## config.mk

```make
export PLATFORM = sky130hd
export DESIGN_NAME = wdog_guard
export DESIGN_NICKNAME = d
export VERILOG_FILES = /design/src/rtl/wdog_pkg.sv /design/src/rtl/wdog_prescale.sv /design/src/rtl/wdog_counter.sv /design/src/rtl/wdog_flags.sv /design/src/rtl/wdog_guard.sv
export SDC_FILE = /design/constraint.sdc
export NUM_CORES = 1
export LEC_CHECK = 0
export ABC_CLOCK_PERIOD_IN_PS = 2600
export BUFFER_PORTS_ARGS = -buffer_cell sky130_fd_sc_hd__buf_2
export CORE_MARGIN = 4
export CORE_UTILIZATION = 50
export DETAILED_ROUTE_END_ITERATION = 8
export PLACE_DENSITY_LB_ADDON = 0.12
export REMOVE_ABC_BUFFERS = 1
export SLEW_MARGIN = 20
export SYNTH_ARGS = -nofsm -noshare
export SYNTH_HDL_FRONTEND = slang
export SYNTH_SLANG_ARGS = --single-unit
```

## constraint.sdc

```tcl
create_clock -name clk -period 2.6 [get_ports clk]
set_clock_uncertainty 0.15 [all_clocks]
set_input_delay 0 -clock clk [delete_from_list [all_inputs] [get_ports clk]]
set_output_delay 0 -clock clk [all_outputs]
set_load 0.02 [all_outputs]
```

## src/rtl/wdog_pkg.sv

```systemverilog
package wdog_pkg;

  typedef struct packed {
    logic no_tmo;
    logic awake;
  } wdog_flags_t;

  // divider terminal value for exponent sel: 2^sel - 1
  function automatic int unsigned div_limit(int unsigned sel);
    return (32'd1 << sel) - 32'd1;
  endfunction

  // divider completes once the count has reached the terminal value
  function automatic logic div_done(int unsigned cur, int unsigned lim);
    return cur >= lim;
  endfunction

  // next status flags, priority kick > overflow > sleep
  function automatic wdog_flags_t flags_next(wdog_flags_t cur, logic kick,
                                             logic ovf, logic doze);
    wdog_flags_t nx;
    nx = cur;
    if (kick) begin
      nx.no_tmo = 1'b1;
      nx.awake  = 1'b1;
    end else begin
      if (doze) begin
        nx.awake  = 1'b0;
        nx.no_tmo = 1'b1;
      end
      if (ovf) nx.no_tmo = 1'b0;
    end
    return nx;
  endfunction

endpackage

```

## src/rtl/wdog_prescale.sv

```systemverilog
module wdog_prescale #(
  parameter int SEL_W = 4,
  parameter int PRE_W = (1 << SEL_W) - 1
) (
  input  logic             clk,
  input  logic             rst_n,
  input  logic             clr_i,
  input  logic             step_i,
  input  logic [SEL_W-1:0] sel_i,
  output logic             term_o,
  output logic [PRE_W-1:0] pre_q_o
);
  logic [PRE_W-1:0] pre_q;
  logic [PRE_W-1:0] lim;

  assign lim     = PRE_W'(wdog_pkg::div_limit(32'(sel_i)));
  assign term_o  = step_i && wdog_pkg::div_done(32'(pre_q), 32'(lim));
  assign pre_q_o = pre_q;

  always_ff @(posedge clk or negedge rst_n) begin
    if (!rst_n)       pre_q <= '0;
    else if (clr_i)   pre_q <= '0;
    else if (term_o)  pre_q <= '0;
    else if (step_i)  pre_q <= pre_q + PRE_W'(1);
  end
endmodule

```

## src/rtl/wdog_counter.sv

```systemverilog
module wdog_counter #(
  parameter int CNT_W = 8
) (
  input  logic             clk,
  input  logic             rst_n,
  input  logic             clr_i,
  input  logic             adv_i,
  output logic             ovf_o,
  output logic [CNT_W-1:0] cnt_q_o
);
  logic [CNT_W-1:0] cnt_q;

  assign ovf_o   = adv_i && !clr_i && (&cnt_q);
  assign cnt_q_o = cnt_q;

  always_ff @(posedge clk or negedge rst_n) begin
    if (!rst_n)      cnt_q <= '0;
    else if (clr_i)  cnt_q <= '0;
    else if (adv_i)  cnt_q <= cnt_q + CNT_W'(1);
  end
endmodule

```

## src/rtl/wdog_flags.sv

```systemverilog
module wdog_flags (
  input  logic clk,
  input  logic rst_n,
  input  logic kick_i,
  input  logic doze_i,
  input  logic ovf_i,
  output logic bite_o,
  output logic no_tmo_o,
  output logic awake_o
);
  wdog_pkg::wdog_flags_t flg_q, flg_d;
  logic bite_q;

  always_comb flg_d = wdog_pkg::flags_next(flg_q, kick_i, ovf_i, doze_i);

  always_ff @(posedge clk or negedge rst_n) begin
    if (!rst_n) begin
      flg_q  <= '{no_tmo: 1'b1, awake: 1'b1};
      bite_q <= 1'b0;
    end else begin
      flg_q  <= flg_d;
      bite_q <= ovf_i && !kick_i;
    end
  end

  assign bite_o   = bite_q;
  assign no_tmo_o = flg_q.no_tmo;
  assign awake_o  = flg_q.awake;
endmodule

```

## src/rtl/wdog_guard.sv

```systemverilog
module wdog_guard #(
  parameter int CNT_W = 8,
  parameter int SEL_W = 4
) (
  input  logic             clk,
  input  logic             rst_n,
  input  logic             tick_i,
  input  logic             run_en_i,
  input  logic [SEL_W-1:0] div_sel_i,
  input  logic             kick_i,
  input  logic             doze_i,
  output logic             bite_o,
  output logic             no_tmo_o,
  output logic             awake_o
);
  localparam int PRE_W = (1 << SEL_W) - 1;

  logic             div_step;
  logic             pre_term;
  logic             ovf_evt;
  logic [PRE_W-1:0] pre_q;
  logic [CNT_W-1:0] cnt_q;

  assign div_step = run_en_i && tick_i;

  wdog_prescale #(.SEL_W(SEL_W), .PRE_W(PRE_W)) u_pre (
    .clk     (clk),
    .rst_n   (rst_n),
    .clr_i   (kick_i),
    .step_i  (div_step),
    .sel_i   (div_sel_i),
    .term_o  (pre_term),
    .pre_q_o (pre_q)
  );

  wdog_counter #(.CNT_W(CNT_W)) u_cnt (
    .clk     (clk),
    .rst_n   (rst_n),
    .clr_i   (kick_i),
    .adv_i   (pre_term),
    .ovf_o   (ovf_evt),
    .cnt_q_o (cnt_q)
  );

  wdog_flags u_flg (
    .clk      (clk),
    .rst_n    (rst_n),
    .kick_i   (kick_i),
    .doze_i   (doze_i),
    .ovf_i    (ovf_evt),
    .bite_o   (bite_o),
    .no_tmo_o (no_tmo_o),
    .awake_o  (awake_o)
  );
endmodule

```

* Word-level counts from Yosys, hierarchy flattened *
Cells that the tools add are included.
Widths: inputs -> output; s select.

operators by class
  mux-type cells = 8
  shifts and indexed selects = 1
  $lt $le $gt $ge = 1
  $add $sub $neg = 3
  reductions and logical operators = 11

operators by type and width
  kind                   number
  $mux 15                3
  $mux 8                 2
  $add 15x1->15 const B  1
  $ge 15x15->1           1
  $shl 1x4->15 const A   1
  $sub 15x1->15 const B  1
  $add 8x1->8 const B    1
  $reduce_and 8->1       1
  $reduce_bool 3->1      2
  $logic_and 1x1->1      5
  $mux 2                 2
  $reduce_bool 2->1      2
  $logic_not 1->1        1
  $mux 1                 1

word-level totals
  word-level logic and storage cells = 29
  bits in registers = 26
  bits of input ports = 10
  output and inout bits = 3

* Depth between registers and ports, before layout *
  word-level depth = 8
  mapped depth = 15
  depth with buffers taken out = 13

* Modules after synthesis *
Synthesis repeated with hierarchy kept, for this count alone.

unflattened totals
  cells, all modules = 208
  area, all modules = 1,873.0 um2

by module, submodules not included
  module         times used  seq. area each (um2)  area each (um2)  cells an instance
  wdog_prescale  1           375.4                 1,356.3          160
  wdog_counter   1           200.2                 404.1            39
  wdog_flags     1           77.6                  106.4            8
  wdog_guard     1           0.0                   6.3              1

* Worst setup path after synthesis *
Ideal clock, no wire load.

  path type = input-to-reg
  start = input div_sel_i[1]
  end = register u_cnt.cnt_q[6], in the netlist u_cnt.cnt_q_o[6]
  path buffers = 2
  slack = -0.470 ns
  data required time = 2.325 ns
  cell stages on the path = 15
  setup time = 0.125 ns
  arrival = 2.795 ns
  path through = or2_2 or3_1 ha_1 clkbuf_1 nor3_1 a21o_1 a32oi_1 ha_1 a21oi_1 o21ai_0 o21bai_1 a31o_1 buf_4 nand2_1 mux2_2

on the way
  longest elaborated chain between the ends = 5

RTL lines
  what                         line                 text
  from (decl)                  wdog_guard.sv:9      input logic [SEL_W-1:0] div_sel_i,
  $shl 1x4->15                 wdog_pkg.sv:10       return (32'd1 << sel) - 32'd1;
  $sub 15x1->15                wdog_pkg.sv:10
  $ge 15x15->1                 wdog_pkg.sv:15       return cur >= lim;
  $logic_and 1x1->1            wdog_prescale.sv:17  assign term_o = step_i && wdog_pkg::div_done(32'(pre_q), 32'(lim));
  $reduce_bool 2->1 (no line)  --
  to (signal assigned)         wdog_counter.sv:19   else if (adv_i) cnt_q <= cnt_q + CNT_W'(1);
  to (decl)                    wdog_counter.sv:11   logic [CNT_W-1:0] cnt_q;

Every way passes these cells.
A chain may end at the register's enable or synchronous reset.

* Final worst setup path *
  start = input div_sel_i[1]
  end = register u_cnt.cnt_q[3], in the netlist u_cnt.cnt_q_o[3]

The elaborated chain is that of the path after synthesis.

==> run_results.csv <==
group,metric,value,unit
run_status,status,"finished, final reports clean",
timing,fin_tns_setup,0,ps
run,maxCapViolations,0,
final_layout,drive_gt1_frac,0.323,
floorplanning,placementRows,21,
timing,rsz0062_at_grt,"yes",
place,dpl_cell_area,0.00197,sq mm
clock_tree,clkTransAtPathRegs,150,ps
power_and_ir_drop,powerDensity,327,mW/mm^2
floorplanning,die_y,68.0,um
timing,fin_ws,58.6,ps
synth,yosys_register_bits,26,
timing,relSlewSlack,0.600,
synth,postSynthCellCount,198,
critical_path,critPathMaxStageDelay,350,ps
floorplanning,start_util,0.527,
final_layout,final_common_cell,"dfrtp_1",
floorplanning,io_pins,13,
place,gp_congestion,0.809,
synth,async_reset_ff_frac,1.00,
floorplanning,core_area,0.00342,sq mm
final_layout,syn_to_final_growth,27.5,%
synth,synth_edf_count,0,
clock_tree,cts.root.buffer_cell,"clkbuf_4",
global_route,grt_max_degree,27,
timing,slew_viol_final,0,
global_route,grt_pass1_vias,1474,
global_route,gr-total-overflow,0,
global_route,grt_use_total,0.186,
critical_path,path_cells,"buf_6 -> or2_4 -> or3_4 -> ha_4 -> buf_4 -> xnor2_1 -> ha_1 -> a21o_1 -> a31oi_2 -> o21bai_4 -> a31o_4 -> nand4_1 -> mux2_4",
synth,yosysSeqAreaShare,0.363,
hold_path,hp-class,"in -> async",
timing,layout_min_cycle_time,2540,ps
drt,dr_total_vias,1597,
final_layout,seqCellArea,653,sq um
global_route,antenna_found_initial,0,
timing,worst-slew-pin-transition,599,ps
critical_path,cp_num_buf_inv,2,
final_layout,n_antenna_cell,0,
synth,ys_warn_count,0,
critical_path,crit_family,"compound AO/OA/AOI/OAI gates",
final_layout,n_fill_cell,271,
drt,routed_via_density,5.74,
place,hpwl,2800,um
clock_tree,cts_max_path_buffers,2,
synth,synth-main-ff-cell,"dfrtp_1",
timing,fmax,393,MHz
timing,whs,42.8,ps
synth,syn_area_per_cell,9.09,sq um
clock_tree,cts_sinks,26,
synth,synth.distinct_cells,41,
floorplanning,die-area,0.00462,sq mm
critical_path,crit_slowest_cell,"or3_4",
clock_tree,clk-insertion-delay-late,320,ps
power_and_ir_drop,p_leak,1.03,nW
final_layout,utilization,0.672,
final_layout,nets,261,
drt,wl_per_cell,15.2,um
critical_path,worst_setup_path_start_kind,"primary input",
drt,routed_wirelength,4220,um
critical_path,crit_type,"in -> reg",
timing,setup_viol,0,
drt,drt_iter0_drc,83,
final_layout,final_cell_area,0.00229,sq mm
floorplanning,die_w,68.0,um
place,dp_slack,-628,ps
critical_path,endpoint_kind,"flop",
critical_path,cp_max_fo,8,
critical_path,arrival,2620,ps
place,placement.io_buffers,12,
clock_tree,cts_buffers,3,
drt,drc,0,
critical_path,cp.required,2680,ps
clock_tree,cts_max_level,1,
clock_tree,cts_tree,"done",
timing,finalCritPeriodShare,0.977,
synth,synth_area,0.00180,sq mm
drt,dr.pass1.iters,4,
final_layout,multi_input_area,0.00126,sq mm
final_layout,layout_common_cells,"dfrtp_1 (24), buf_4 (17), ha_1 (15), nor2_1 (14), nand2_1 (13)",
timing,hold_viol,0,
power_and_ir_drop,ir_drop,287,uV
global_route,grt_pass1_wl,6640,um
drt,antenna_left,0,
-- path summary, 6_finish.rpt --
path	start	endpoint	slack [ps]	cells past startpoint
worst max-delay path	div_sel_i[1]	u_cnt.cnt_q_o[3]$_DFFE_PN0P_	60	13
worst min-delay path	rst_n	u_pre.pre_q_o[0]$_DFFE_PN0P_	40	2
worst max register to register	u_pre.pre_q_o[2]$_DFFE_PN0P_	u_cnt.cnt_q_o[3]$_DFFE_PN0P_	350	7
worst min register to register	u_pre.pre_q_o[0]$_DFFE_PN0P_	u_pre.pre_q_o[0]$_DFFE_PN0P_	440	2
max in group asynchronous	rst_n	u_pre.pre_q_o[7]$_DFFE_PN0P_	1860	2
min in group clk	doze_i	u_flg.no_tmo_o$_DFFE_PN1P_	370	4
-- metal layers --
layer | part of all wire | GRT usage | vias up
li1 | - | - | 781
met1 | 0.47 | 0.260 | 777
met2 | 0.49 | 0.307 | 37
met3 | 0.040 | 0.0246 | 2
met4 | 0.0040 | 0.0372 | 0
met5 | 0 | 0 | -
-- timing repair --
action | CTS | global route
gates resized for setup | 21 | 20
hold buffers | 7 | 0
hold endpoints to repair | 34 | 0
pin swaps | 14 | 26
endpoints found under the setup margin | 24 | 23
cloned | 0 | 2
setup buffers | 3 | 0
-- synthesized netlist by cell type (4+ instances only) --
master    number  area, sq um
nor2_1        25         93.8
dfrtp_1       24          601
ha_1          18          225
a21oi_1       13         65.1
nand2_1       13         48.8
nand3_1       11         55.1
nand4_1        8         50.1
xor2_1         8         70.1
o21ai_0        7         35.0
xnor2_1        6         52.6
clkbuf_1       5         18.8
nand2b_1       5         31.3
nor2b_1        5         31.3
a21o_1         4         30.0
inv_1          4         15.0
-- flip-flops by register name (all words and copies together) (netlist names) --
register	cells
u_flg.bite_o	1
u_flg.awake_o	1
u_cnt.cnt_q_o	8
u_pre.pre_q_o	15
u_flg.no_tmo_o	1
-- through the flow --
stage / instances / power, mW
after global placement: 262 / 0.513
final: 278 / 0.750
after floorplan: 190 / 0.468
after global routing: 278 / 0.787
after detailed placement: 262 / 0.518
after CTS: 276 / 0.746
-- where the power goes --
| group | switching (mW) | internal (mW) |
|---|---|---|
| registers | 0.00241 | 0.408 |
| clock network | 0.123 | 0.0856 |
| logic | 0.0742 | 0.0573 |
| total | 0.200 | 0.551 |
-- final cells by class --
type,instances,area share
Clock buffer,4,0.0158
Sequential cell,26,0.285
Inverter,4,0.00654
Timing Repair Buffer,36,0.118
Tap cell,46,0.0251
Multi-Input combinational cell,162,0.550
-- cell families after synthesis --
| logic type | count (synthesis) | share of synthesized area |
|---|---|---|
| multiplexers | 5 | 0.0299 |
| flip-flops | 26 | 0.363 |
| AO/OA/AOI/OAI | 40 | 0.147 |
| adder cells (fa/ha/maj) | 18 | 0.125 |
| buffers and inverters | 12 | 0.0355 |
| AND/OR/NAND/NOR | 83 | 0.232 |
| XOR/XNOR | 14 | 0.0682 |
No activity file was read; power rests on OpenSTA's default activity.
